===== src/rtl/alu16_pkg.sv =====
package alu16_pkg;
  typedef enum logic [3:0] {
    OP_ADD  = 4'd0,  OP_ADC  = 4'd1,  OP_NEG  = 4'd2,  OP_CMP  = 4'd3,
    OP_AND  = 4'd4,  OP_OR   = 4'd5,  OP_XOR  = 4'd6,  OP_NOT  = 4'd7,
    OP_SHL  = 4'd8,  OP_SHR  = 4'd9,  OP_ASR  = 4'd10, OP_ADDI = 4'd11,
    OP_ANDI = 4'd12, OP_ORI  = 4'd13, OP_SHI  = 4'd14, OP_ASRI = 4'd15
  } alu_op_e;

  localparam int FLG_Z = 2;
  localparam int FLG_C = 3;
  localparam int FLG_N = 4;
endpackage


===== src/rtl/alu16_rst_sync.sv =====
module alu16_rst_sync (
  input  logic clk,
  input  logic rst_n,
  output logic srst_n
);
  logic [1:0] stage_q;

  always_ff @(posedge clk or negedge rst_n) begin
    if (!rst_n) stage_q <= 2'b00;
    else        stage_q <= {stage_q[0], 1'b1};
  end

  assign srst_n = stage_q[1];
endmodule


===== src/rtl/alu16_addsub.sv =====
module alu16_addsub
  import alu16_pkg::*;
#(
  parameter int DW = 16,
  parameter int IW = 4
) (
  input  alu_op_e       op,
  input  logic [DW-1:0] a,
  input  logic [DW-1:0] b,
  input  logic [DW-1:0] immx,
  input  logic          cin,
  output logic [DW:0]   sum
);
  localparam logic [DW-1:0] IMM_ZERO_VAL = DW'(1 << (IW - 1));

  logic [DW-1:0] x, y;
  logic          ci, sub;

  always_comb begin
    x   = a;
    y   = b;
    ci  = 1'b0;
    sub = 1'b0;
    case (op)
      OP_ADC:  ci = cin;
      OP_NEG:  begin x = '0; y = a; sub = 1'b1; end
      OP_CMP:  sub = 1'b1;
      OP_ADDI: y = (immx == '0) ? IMM_ZERO_VAL : immx;
      default: ;
    endcase
    if (sub) sum = {1'b0, x} - {1'b0, y};
    else     sum = {1'b0, x} + {1'b0, y} + {{DW{1'b0}}, ci};
  end
endmodule


===== src/rtl/alu16_logic.sv =====
module alu16_logic
  import alu16_pkg::*;
#(
  parameter int DW = 16
) (
  input  alu_op_e       op,
  input  logic [DW-1:0] a,
  input  logic [DW-1:0] b,
  input  logic [DW-1:0] immx,
  output logic [DW-1:0] res
);
  always_comb begin
    case (op)
      OP_AND:  res = a & b;
      OP_OR:   res = a | b;
      OP_XOR:  res = a ^ b;
      OP_NOT:  res = ~a;
      OP_ANDI: res = a & immx;
      OP_ORI:  res = a | immx;
      default: res = '0;
    endcase
  end
endmodule


===== src/rtl/alu16_shift.sv =====
module alu16_shift
  import alu16_pkg::*;
#(
  parameter int DW = 16,
  parameter int IW = 4
) (
  input  alu_op_e       op,
  input  logic [DW-1:0] a,
  input  logic [DW-1:0] b,
  input  logic [IW-1:0] imm,
  output logic [DW-1:0] res,
  output logic          cout
);
  localparam int LW = $clog2(DW);
  localparam int SW = $clog2(DW + 1);
  localparam logic [SW-1:0] SHI_ZERO  = SW'(1 << (IW - 1));
  localparam logic [SW-1:0] ASRI_ZERO = SW'(DW);

  logic [SW-1:0]   amt;
  logic            right, fill;
  logic [2*DW:0]   rext;
  logic [DW:0]     lext;

  always_comb begin
    amt   = SW'(b[LW-1:0]);
    right = 1'b0;
    fill  = 1'b0;
    case (op)
      OP_SHR:  right = 1'b1;
      OP_ASR:  begin right = 1'b1; fill = a[DW-1]; end
      OP_SHI:  begin
        amt   = (imm[IW-2:0] == '0) ? SHI_ZERO : SW'(imm[IW-2:0]);
        right = imm[IW-1];
      end
      OP_ASRI: begin
        amt   = (imm == '0) ? ASRI_ZERO : SW'(imm);
        right = 1'b1;
        fill  = a[DW-1];
      end
      default: ;
    endcase
    rext = {{DW{fill}}, a, 1'b0} >> amt;
    lext = {1'b0, a} << amt;
    if (right) begin
      res  = rext[DW:1];
      cout = rext[0];
    end else begin
      res  = lext[DW-1:0];
      cout = lext[DW];
    end
  end
endmodule


===== src/rtl/alu16_core.sv =====
module alu16_core
  import alu16_pkg::*;
#(
  parameter int DW = 16,
  parameter int IW = 4
) (
  input  logic          clk,
  input  logic          rst_n,
  input  logic          in_valid,
  input  logic [3:0]    op_sel,
  input  logic [DW-1:0] opa,
  input  logic [DW-1:0] opb,
  input  logic [IW-1:0] imm,
  input  logic [DW-1:0] status_i,
  output logic [DW-1:0] result_o,
  output logic          wr_en_o,
  output logic [DW-1:0] status_o
);
  alu_op_e       op;
  logic          rst_sync_n;
  logic [DW-1:0] immx;
  logic [DW:0]   sum;
  logic [DW-1:0] log_res, sh_res;
  logic          sh_c;
  logic          is_logic, is_shift;
  logic [DW-1:0] res_d, st_d;
  logic          carry_d, wr_d, res_en;
  logic [DW-1:0] res_q, st_q;
  logic          wr_q;

  assign op   = alu_op_e'(op_sel);
  assign immx = {{(DW-IW){imm[IW-1]}}, imm};

  alu16_rst_sync u_rst (.clk(clk), .rst_n(rst_n), .srst_n(rst_sync_n));

  alu16_addsub #(.DW(DW), .IW(IW)) u_addsub (
    .op(op), .a(opa), .b(opb), .immx(immx), .cin(status_i[FLG_C]), .sum(sum));

  alu16_logic #(.DW(DW)) u_logic (
    .op(op), .a(opa), .b(opb), .immx(immx), .res(log_res));

  alu16_shift #(.DW(DW), .IW(IW)) u_shift (
    .op(op), .a(opa), .b(opb), .imm(imm), .res(sh_res), .cout(sh_c));

  always_comb begin
    is_logic = op inside {OP_AND, OP_OR, OP_XOR, OP_NOT, OP_ANDI, OP_ORI};
    is_shift = op inside {OP_SHL, OP_SHR, OP_ASR, OP_SHI, OP_ASRI};
    carry_d  = status_i[FLG_C];
    if (is_logic) begin
      res_d = log_res;
    end else if (is_shift) begin
      res_d   = sh_res;
      carry_d = sh_c;
    end else begin
      res_d   = sum[DW-1:0];
      carry_d = sum[DW];
    end
    st_d        = status_i;
    st_d[FLG_Z] = (res_d == '0);
    st_d[FLG_N] = res_d[DW-1];
    st_d[FLG_C] = carry_d;
    wr_d        = in_valid && (op != OP_CMP);
    res_en      = wr_d;
  end

  always_ff @(posedge clk or negedge rst_sync_n) begin
    if (!rst_sync_n) begin
      res_q <= '0;
      st_q  <= '0;
      wr_q  <= 1'b0;
    end else begin
      wr_q <= wr_d;
      if (res_en)   res_q <= res_d;
      if (in_valid) st_q  <= st_d;
    end
  end

  assign result_o = res_q;
  assign status_o = st_q;
  assign wr_en_o  = wr_q;
endmodule


===== config.mk =====
export PLATFORM = sky130hd
export DESIGN_NAME = alu16_core
export DESIGN_NICKNAME = d
export VERILOG_FILES = /design/src/rtl/alu16_pkg.sv /design/src/rtl/alu16_rst_sync.sv /design/src/rtl/alu16_addsub.sv /design/src/rtl/alu16_logic.sv /design/src/rtl/alu16_shift.sv /design/src/rtl/alu16_core.sv
export SDC_FILE = /design/constraint.sdc
export NUM_CORES = 1
export LEC_CHECK = 0
export BUFFER_PORTS_ARGS = -buffer_cell sky130_fd_sc_hd__buf_2
export CAP_MARGIN = 25
export CORE_MARGIN = 5
export CORE_UTILIZATION = 45
export DETAILED_ROUTE_END_ITERATION = 6
export GPL_TIMING_DRIVEN = 0
export PLACE_DENSITY = 0.63
export SYNTH_ARGS = -nofsm -noshare
export SYNTH_HDL_FRONTEND = slang
export SYNTH_SLANG_ARGS = --single-unit
export TNS_END_PERCENT = 1

===== constraint.sdc =====
create_clock -name clk -period 2.6 [get_ports clk]
set_input_delay 0 -clock clk [delete_from_list [all_inputs] [get_ports clk]]
set_output_delay 0 -clock clk [all_outputs]
set_load 0.005 [all_outputs]

* Word-level counts from Yosys, hierarchy flattened
Index checks and enable logic that the tools add are counted.
** Cells by class
- Add/sub/neg operators :: 3
- Equal/unequal tests :: 16
- Shift-type cells :: 2
- Muxes and demuxes :: 18
- Bitwise operators :: 6
- Reductions and logical operators :: 10
** Operators by type and width (number)
- $pmux 16 s6 :: 1
- $mux 16 :: 5
- $shr 33x5->17 :: 1
- $and 16x16->16 :: 2
- $eq 4x4->1 const B :: 8
- $logic_not 16->1 :: 2
- $or 16x16->16 :: 2
- $pmux 16 s2 :: 1
- $add 16x16->17 :: 1
- $add 17x1->17 :: 1
- $mux 17 :: 1
- $shl 16x5->17 :: 1
- $sub 16x16->17 :: 1
- $eq 4x3->1 const B :: 4
- $not 16->16 :: 1
- $xor 16x16->16 :: 1
- $pmux 5 s2 :: 1
- $eq 4x2->1 const B :: 2
- $mux 1 :: 6
- $reduce_bool 6->1 :: 1
- $mux 5 :: 1
- $reduce_bool 5->1 :: 1
- $eq 4x1->1 const B :: 1
- $logic_not 4->1 :: 1
- other kinds (7) :: 8
** Word-level totals
- Bits in registers :: 35
- Bits of input ports :: 59
- Output and inout port bits :: 33

* Longest topological paths before layout
Gate-level depths: netlist of run 1.
- Depth in word-level cells :: 9
- Depth in mapped cells :: 22

* By module
A second synthesis of run 1 with hierarchy kept.
** Unflattened totals
- Cells, all modules :: 962
- Area, all modules :: 7184.4 µm²
** Modules (own cells, without submodules)
- alu16_shift :: instances 1, cells each 336, area an instance 2324.7 µm², sequential area each 0.0 µm²
- alu16_addsub :: instances 1, cells each 319, area an instance 2155.8 µm², sequential area each 0.0 µm²
- alu16_core :: instances 1, cells each 180, area an instance 1814.2 µm², sequential area each 825.8 µm²
- alu16_logic :: instances 1, cells each 124, area an instance 835.8 µm², sequential area each 0.0 µm²
- alu16_rst_sync :: instances 1, cells each 3, area an instance 53.8 µm², sequential area each 50.0 µm²

* Least setup slack after synthesis of run 1
OpenSTA, ideal clock, no wires.
- Path type :: input to register
- Start point :: in op_sel[2]
- End point :: reg st_q[2], in the netlist status_o[2]
- Library setup time :: 103 ps
- Arrival :: 4386 ps
- Data required time :: 2497 ps
- Path slack :: -1889 ps
- Cell stages on the path :: 22
- Buffers on the path :: 5
- Cells stage by stage :: buf_2 > or3b_1 > buf_2 > buf_6 > buf_6 > nor2_1 > nor2_1 > clkbuf_1 > nand2_1 > and2_1 > inv_1 > ha_1 > fa_1 > nand2b_1 > a2111oi_0 > or3_1 > a311oi_1 > a211oi_1 > xor2_1 > a221oi_2 > nand4_1 > o41ai_2
** On the way
- Word-level cells in the longest chain between the ends :: 8
- Elaborated cells on any way between the ends :: 38
- Classes of those cells :: add/sub: 3; eq/ne: 15; shift: 2; mux: 12; reduce/logical: 6
** Ends and longest elaborated chain
- start: declaration :: RTL line alu16_core.sv:10 : input logic [3:0] op_sel,
- $eq 4x4->1, or another cell as far along :: RTL line alu16_addsub.sv:24 : case (op)
- $pmux 16 s2, or another cell as far along :: RTL line alu16_addsub.sv:24
- $add 16x16->17 / $mux 1 (equally long branches) :: RTL line alu16_addsub.sv:32, alu16_shift.sv:28
- $add 17x1->17 / $shr 33x5->17 (equally long branches) :: RTL line alu16_addsub.sv:32, alu16_shift.sv:42
- $mux 17 / $mux 16 (equally long branches) :: RTL line alu16_addsub.sv:31, alu16_shift.sv:44
- $mux 16 :: RTL line alu16_core.sv:51 : end else if (is_shift) begin
- $mux 16 * :: RTL line alu16_core.sv:49 : if (is_logic) begin
- $logic_not 16->1 * :: RTL line alu16_core.sv:59 : st_d[FLG_Z] = (res_d == '0);
- end signal: assignment :: RTL line alu16_core.sv:74 : if (in_valid) st_q <= st_d;
- end: declaration :: RTL line alu16_core.sv:28 : logic [DW-1:0] res_q, st_q;
Mark *: on every way between the ends. The rest lies on a longest branch, timed or not.
A chain may end at the register's enable or synchronous reset.

* Worst setup path in the final report of run 1
Ends and elaborated chain as after synthesis.

==> results.ini, run 1 <==
[setup_path]
worstSetupPathType=in2reg
reg2reg_to=result_o[10]
start_kind=primary input
r2r_slack_ns=1.77
setup.worst_path.end_class=flop
r2r_cells=2
critPathMaxFanout=4
required_ns=2.77
timing.rr.start=result_o[10]
arrival_ns=4.17

[layout]
seqCellArea_um2=875.8
fin_area_mm2=0.008093
antenna_cells=0
multi_input_area_mm2=0.005436
fin_cells=1213
synthToLayoutAreaGrowth_pct=23.32
fin_nets=1121
drive_gt1_share_pct=24.98
fillers=1397

[sta]
finClkSkew_ns=0.003324
slew_headroom_pct=43.26
hold_viol=0
drv_slew=0
setup_slack_ns=-1.397
grt_setup_unrepaired=yes
fin_crit_sh_pct=153.7
whs_ns=0.03539
worstMarginPinSlew_ns=0.8422
max_freq_ghz=0.2502
setup_violations=18
post-route-min-period_ns=3.997

[synthesis]
syn-num-nets=1003
synth_area_mm2=0.006563
synth_edf_count=0
yosys_most_used_dff=dfrtp_1
synthCells=910
ys_ff_latch=35
async_flop_share_pct=100.0
ys_warn_count=0
yosysSeqAreaShare_pct=13.35
avgSynthCellArea_um2=7.212
yosys.area.top_type_share_pct=13.35
yosys-top-cells-area=dfrtp_1, a21oi_1, ha_1, o21ai_0, a211oi_1
netlist-cell-type-count=87
yosys.area.top_type=dfrtp_1

[route]
drtIter0Drc=1226
vias=8358
vias_per_cell=6.890
drt-total-wl_um=30500
ant_nets=0
dr.pass1.iters=5
wl_per_cell_um=25.14
drc_errors=0

[die]
coreArea_mm2=0.01442
start_util_pct=45.50
num_io_pins=92
die_x_um=130.8
rows=44
design.die.area_mm2=0.01710
die_h_um=130.8

[power_and_ir_drop]
peakVddDrop_v=0.0003011
clockPowerShare_pct=21.1
seq_power_share_pct=20.5
switching_share_pct=43.77
combPwrFrac_pct=58.4
power.switching_w=0.001436
p_int_w=0.001845
pwr_density_cell_mw_per_mm2=405.4
cellLeakagePower_nw=3.379
total_power_w=0.003281

[grt]
antenna_found_initial=0
grt_pass1_vias=7673
grt_max_degree=21
grt.total_usage_pct=34.75
overflow=0
grt_pass1_wl_um=45730

[clock_network]
clock-root-buffer=clkbuf_16
cts_tree=built
cts_sinks=35
clkLatencyLatePin_ns=0.28
h-tree-depth=2
cts_max_path_buffers=2
cts_buffers=5
cts.reportedPaths.clkPinSlew_ns=0.05

[job]
drv_cap=0

[placed_design]
pre_cts_ws_ns=-2.320
place.port_buffers=76
routabilityCongestion=1.056
place_area_mm2=0.007307
dp.final_hpwl_um=23480
dp.cells=1173

[status]
status=finished, violations left
violations=negative setup slack

[hold_path]
hp-class=in2async

power groups by stage:
stage | clock network, W | logic (W) | registers, W
final | 0.000692 | 0.00192 | 0.000672
after global routing | 0.000728 | 0.00205 | 0.000682
after CTS | 0.000696 | 0.00182 | 0.000674
after detailed placement | 0 | 0.00168 | 0.000681
after global placement | 0 | 0.00168 | 0.000682
after floorplan | 0 | 0.00109 | 0.000691
Yosys cell counts (9+ instances only):
| cell type | number |
|---|---|
| a211oi_1 | 45 |
| dfrtp_1 | 35 |
| mux2_2 | 29 |
| nor2_1 | 64 |
| o21ai_0 | 72 |
| a31oi_1 | 10 |
| a21o_1 | 9 |
| nor3_1 | 18 |
| buf_2 | 28 |
| nand3_1 | 20 |
| mux2i_1 | 31 |
| a221o_1 | 16 |
| a311oi_1 | 9 |
| nand2_1 | 88 |
| nor2b_1 | 11 |
| a21oi_1 | 78 |
| o211ai_1 | 11 |
| nand2b_1 | 10 |
| inv_1 | 46 |
| clkbuf_1 | 45 |
| ha_1 | 31 |
| o22ai_1 | 13 |
| o31ai_1 | 11 |
registers in the layout, indices dropped and copies added, names as in the netlist:
register	count
wr_en_o	1
status_o	16
u_rst.stage_q	2
result_o	16
worst max-delay path, cell delays in order:
cell,delay (ns)
buf_8,0.10
buf_6,0.11
or3b_1,0.38
buf_6,0.15
buf_12,0.13
nor2_4,0.15
buf_6,0.13
a22oi_2,0.07
and2_4,0.19
fa_2,0.40
inv_2,0.07
fa_2,0.20
a21o_1,0.19
a221oi_4,0.11
or3_4,0.37
a311oi_2,0.35
a211oi_2,0.08
xor2_1,0.19
a221oi_2,0.31
nand4_1,0.15
o41ai_2,0.31
layer usage:
layer / global-route usage, % / wire length, µm / vias to the layer above
met5: 0 / 0 / -
met4: 13.61 / 1306 / 0
met3: 7.886 / 3742 / 92
met2: 51.22 / 12720 / 606
met1: 49.16 / 12730 / 3955
li1: - / - / 3705
stage by stage:
step                utilization [%]  TNS, ns
CTS                           55.38   -16.68
global route                  56.11   -19.24
floorplan                         -   -15.60
detailed placement            50.66   -32.06
finish                        56.11   -16.99
global placement              50.38   -32.19
layout make-up:
class,count,share of cell area [%]
multi-input cells,743,67.18
plain buffers,82,5.643
flip-flops and latches,35,10.82
clock buffers,6,1.716
repair buffers,115,9.184
well taps,184,2.845
clock inverters,2,0.4329
inverters,46,2.180
cells by family after synthesis:
kind of cell / count (synthesis) / synth area share [%]
multiplexers: 64 / 10.83
other: 1 / 0.05714
adder cells (fa/ha/maj): 34 / 6.826
AO/OA/AOI/OAI: 364 / 38.61
flip-flops: 35 / 13.35
AND/OR/NAND/NOR: 271 / 20.08
buffers and inverters: 132 / 9.056
XOR/XNOR: 9 / 1.201
repair_timing:
action / in CTS / in global routing
setup endpoints to repair: 19 / 19
resized for setup: 58 / 26
pin swaps: 29 / 21
endpoints found under the hold margin: 15 / 0
setup buffers: 18 / 3
hold buffers: 14 / 0
worst max path at each step:
stage | slack [ns] | startpoint | cells past startpoint | to
after CTS | -1.44 | op_sel[2] | 23 | status_o[2]
after floorplan | -1.34 | op_sel[2] | 22 | status_o[2]
final | -1.40 | op_sel[2] | 21 | status_o[2]
after global placement | -2.31 | op_sel[2] | 23 | status_o[2]
after detailed placement | -2.32 | op_sel[2] | 23 | status_o[2]
after global routing | -1.49 | op_sel[2] | 23 | status_o[2]
layout by cell type (no fill, tap or decap), types with 8 or more instances in the layout:
cell	synthesis	final
a211oi_1	45	43
dlygate4sd3_1	0	14
o211ai_1	11	11
clkbuf_1	45	34
nor2b_1	11	11
o22ai_1	13	10
a21oi_1	78	75
mux2_2	29	29
buf_6	8	10
nand4_1	8	8
a221o_1	16	16
nor2_1	64	61
buf_2	28	102
nand2b_1	10	9
nand2_1	88	86
a31oi_1	10	10
nor3_1	18	16
nand3_1	20	20
dfrtp_1	35	35
mux2i_1	31	31
o21ai_0	72	64
inv_1	46	44
a21o_1	9	9
buf_4	1	23
ha_1	31	29
(Power assumes the default switching activity.)
==> run 2: changes to the inputs <==
Settings changed: CTS_BUF_LIST from default to sky130_fd_sc_hd__clkbuf_4.
==> run 2 against run 1 <==
  * The flow still finishes with violations (negative setup slack)
  * Sequential power hardly changed
  * Core utilization shrank 0.55 points
  * Clock-buffer cell count is 1 lower
  * Die area did not move
  * Sequential share of layout area grew 0.11 points
  * Cell count is 0.16% higher
  * Routed wire length grew 0.21%
  * Global-route usage barely moved
  * Setup slack better by 0.055 ns
  * Clock skew increased by 0.0012 ns
  * Flip-flop and latch count did not move
==> results.ini, run 2 (synthesis gave the netlist of run 1 again) <==
[clock_network]
cts_sinks=35
cts_buffers=5
h-tree-depth=2
clock-root-buffer=clkbuf_4
cts.reportedPaths.clkPinSlew_ns=0.10
cts_max_path_buffers=2
clkLatencyLatePin_ns=0.33
cts_tree=built

[placed_design]
place_area_mm2=0.007307
dp.final_hpwl_um=23480
pre_cts_ws_ns=-2.320
routabilityCongestion=1.056
place.port_buffers=76

[setup_path]
reg2reg_to=result_o[10]
r2r_cells=2
start_kind=primary input
required_ns=2.84
arrival_ns=4.18
setup.worst_path.end_class=flop
timing.rr.start=result_o[10]
r2r_slack_ns=1.76
critPathMaxFanout=4
worstSetupPathType=in2reg

[grt]
grt_pass1_vias=7678
overflow=0
antenna_found_initial=0
grt.total_usage_pct=34.74
grt_max_degree=21
grt_pass1_wl_um=45730

[die]
die_x_um=130.8
design.die.area_mm2=0.01710
coreArea_mm2=0.01442
start_util_pct=45.50
rows=44
num_io_pins=92
die_h_um=130.8

[sta]
worstMarginPinSlew_ns=1.142
hold_viol=0
grt_setup_unrepaired=yes
max_freq_ghz=0.2537
drv_slew=0
setup_violations=18
finClkSkew_ns=0.004480
fin_crit_sh_pct=151.6
post-route-min-period_ns=3.942
setup_slack_ns=-1.342
slew_headroom_pct=23.24

[job]
drv_cap=0

[route]
ant_nets=0
drc_errors=0
vias=8339
dr.pass1.iters=6
drt-total-wl_um=30570
wl_per_cell_um=25.16
vias_per_cell=6.863
drtIter0Drc=1121

[power_and_ir_drop]
pwr_density_cell_mw_per_mm2=370.5
peakVddDrop_v=0.0002358
cellLeakagePower_nw=3.342

[layout]
drive_gt1_share_pct=24.93
multi_input_area_mm2=0.005434
seqCellArea_um2=875.8
synthToLayoutAreaGrowth_pct=22.12
fillers=1402
fin_area_mm2=0.008014
mostFrequentLayoutCell=buf_2
final_cell_mix=buf_2, nand2_1, a21oi_1
antenna_cells=0
fin_nets=1123

[hold_path]
hp-class=in2reg
hold_path_depth=4
min-delay-start=status_i[3]
holdPathEnd=status_o[3]

[status]
violations=negative setup slack
status=finished, violations left

==> run 2: cell types whose count changed in the layout (fill, tap and decap cells not counted), sizes merged <==
cell	previous run	this run
dlygate4sd3	14	15
clkinv	1	2
buf	143	144
clkbuf	46	45
==> run 2: timing repair <==
item / 4_1_cts / 5_1_grt
hold buffers: 15 / 0
pin swaps: 30 / 18
buffers inserted: 18 / 4
endpoints found under the hold margin: 15 / 0
gates cloned: 0 / 0
endpoints found under the setup margin: 19 / 19
gates resized for setup: 58 / 24
==> run 2: worst max-delay path: stages <==
cell and delay, ns:
buf_8 0.10, buf_6 0.11, or3b_1 0.38, buf_6 0.15, buf_12 0.13, nor2_4 0.15, buf_6 0.13, a22oi_2 0.07
and2_4 0.19, fa_2 0.40, inv_2 0.07, fa_2 0.20, a21o_1 0.19, a221oi_4 0.11, or3_4 0.37, a311oi_2 0.35
a211oi_2 0.08, xor2_1 0.19, a221oi_2 0.33, nand4_1 0.15, o41ai_2 0.32
==> run 2: worst max-delay path by stage <==
stage,to,cells after the start,start
3_5_place_dp,status_o[2],23,op_sel[2]
5_1_grt,status_o[2],23,op_sel[2]
4_1_cts,status_o[2],23,op_sel[2]
2_1_floorplan,status_o[2],22,op_sel[2]
3_3_place_gp,status_o[2],23,op_sel[2]
6_report,status_o[2],21,op_sel[2]
==> run 2: per-stage QoR <==
step           hold slack [ns]  total power [W]  setup TNS [ns]  utilization [%]  std cells
6_report                0.1270         0.002969          -15.88            55.56       1215
5_1_grt                 0.1279         0.003150          -17.85            55.56       1215
4_1_cts                 0.1061         0.002881          -15.22            54.77       1211
3_5_place_dp           -0.2103         0.002362          -32.06            50.66       1173
3_3_place_gp           -0.2120         0.002362          -32.19            50.38       1170
2_1_floorplan          -0.2956         0.001783          -15.60                -        910
==> run 2: area by class of cell <==
type,count,share of cell area (%)
Multi-Input combinational cell,743,67.81
Sequential cell,35,10.93
Timing Repair Buffer,117,9.539
Buffer,82,5.699
Tap cell,184,2.873
Inverter,46,2.201
Clock inverter,3,0.4840
Clock buffer,5,0.4684
==> run 2: where the power goes <==
| group | internal [W] | leakage, nW | switching, W |
|---|---|---|---|
| sequential | 0.000626 | 0.421 | 0.0000445 |
| combinational | 0.000747 | 2.88 | 0.00118 |
| clock | 0.000198 | 0.0426 | 0.000176 |
==> run 2: per-layer routing <==
| layer | routed length [µm] | GRT usage (%) |
|---|---|---|
| met5 | 0 | 0 |
| met1 | 12650 | 48.99 |
| met2 | 12690 | 51.49 |
| met4 | 1346 | 13.37 |
| met3 | 3882 | 7.886 |
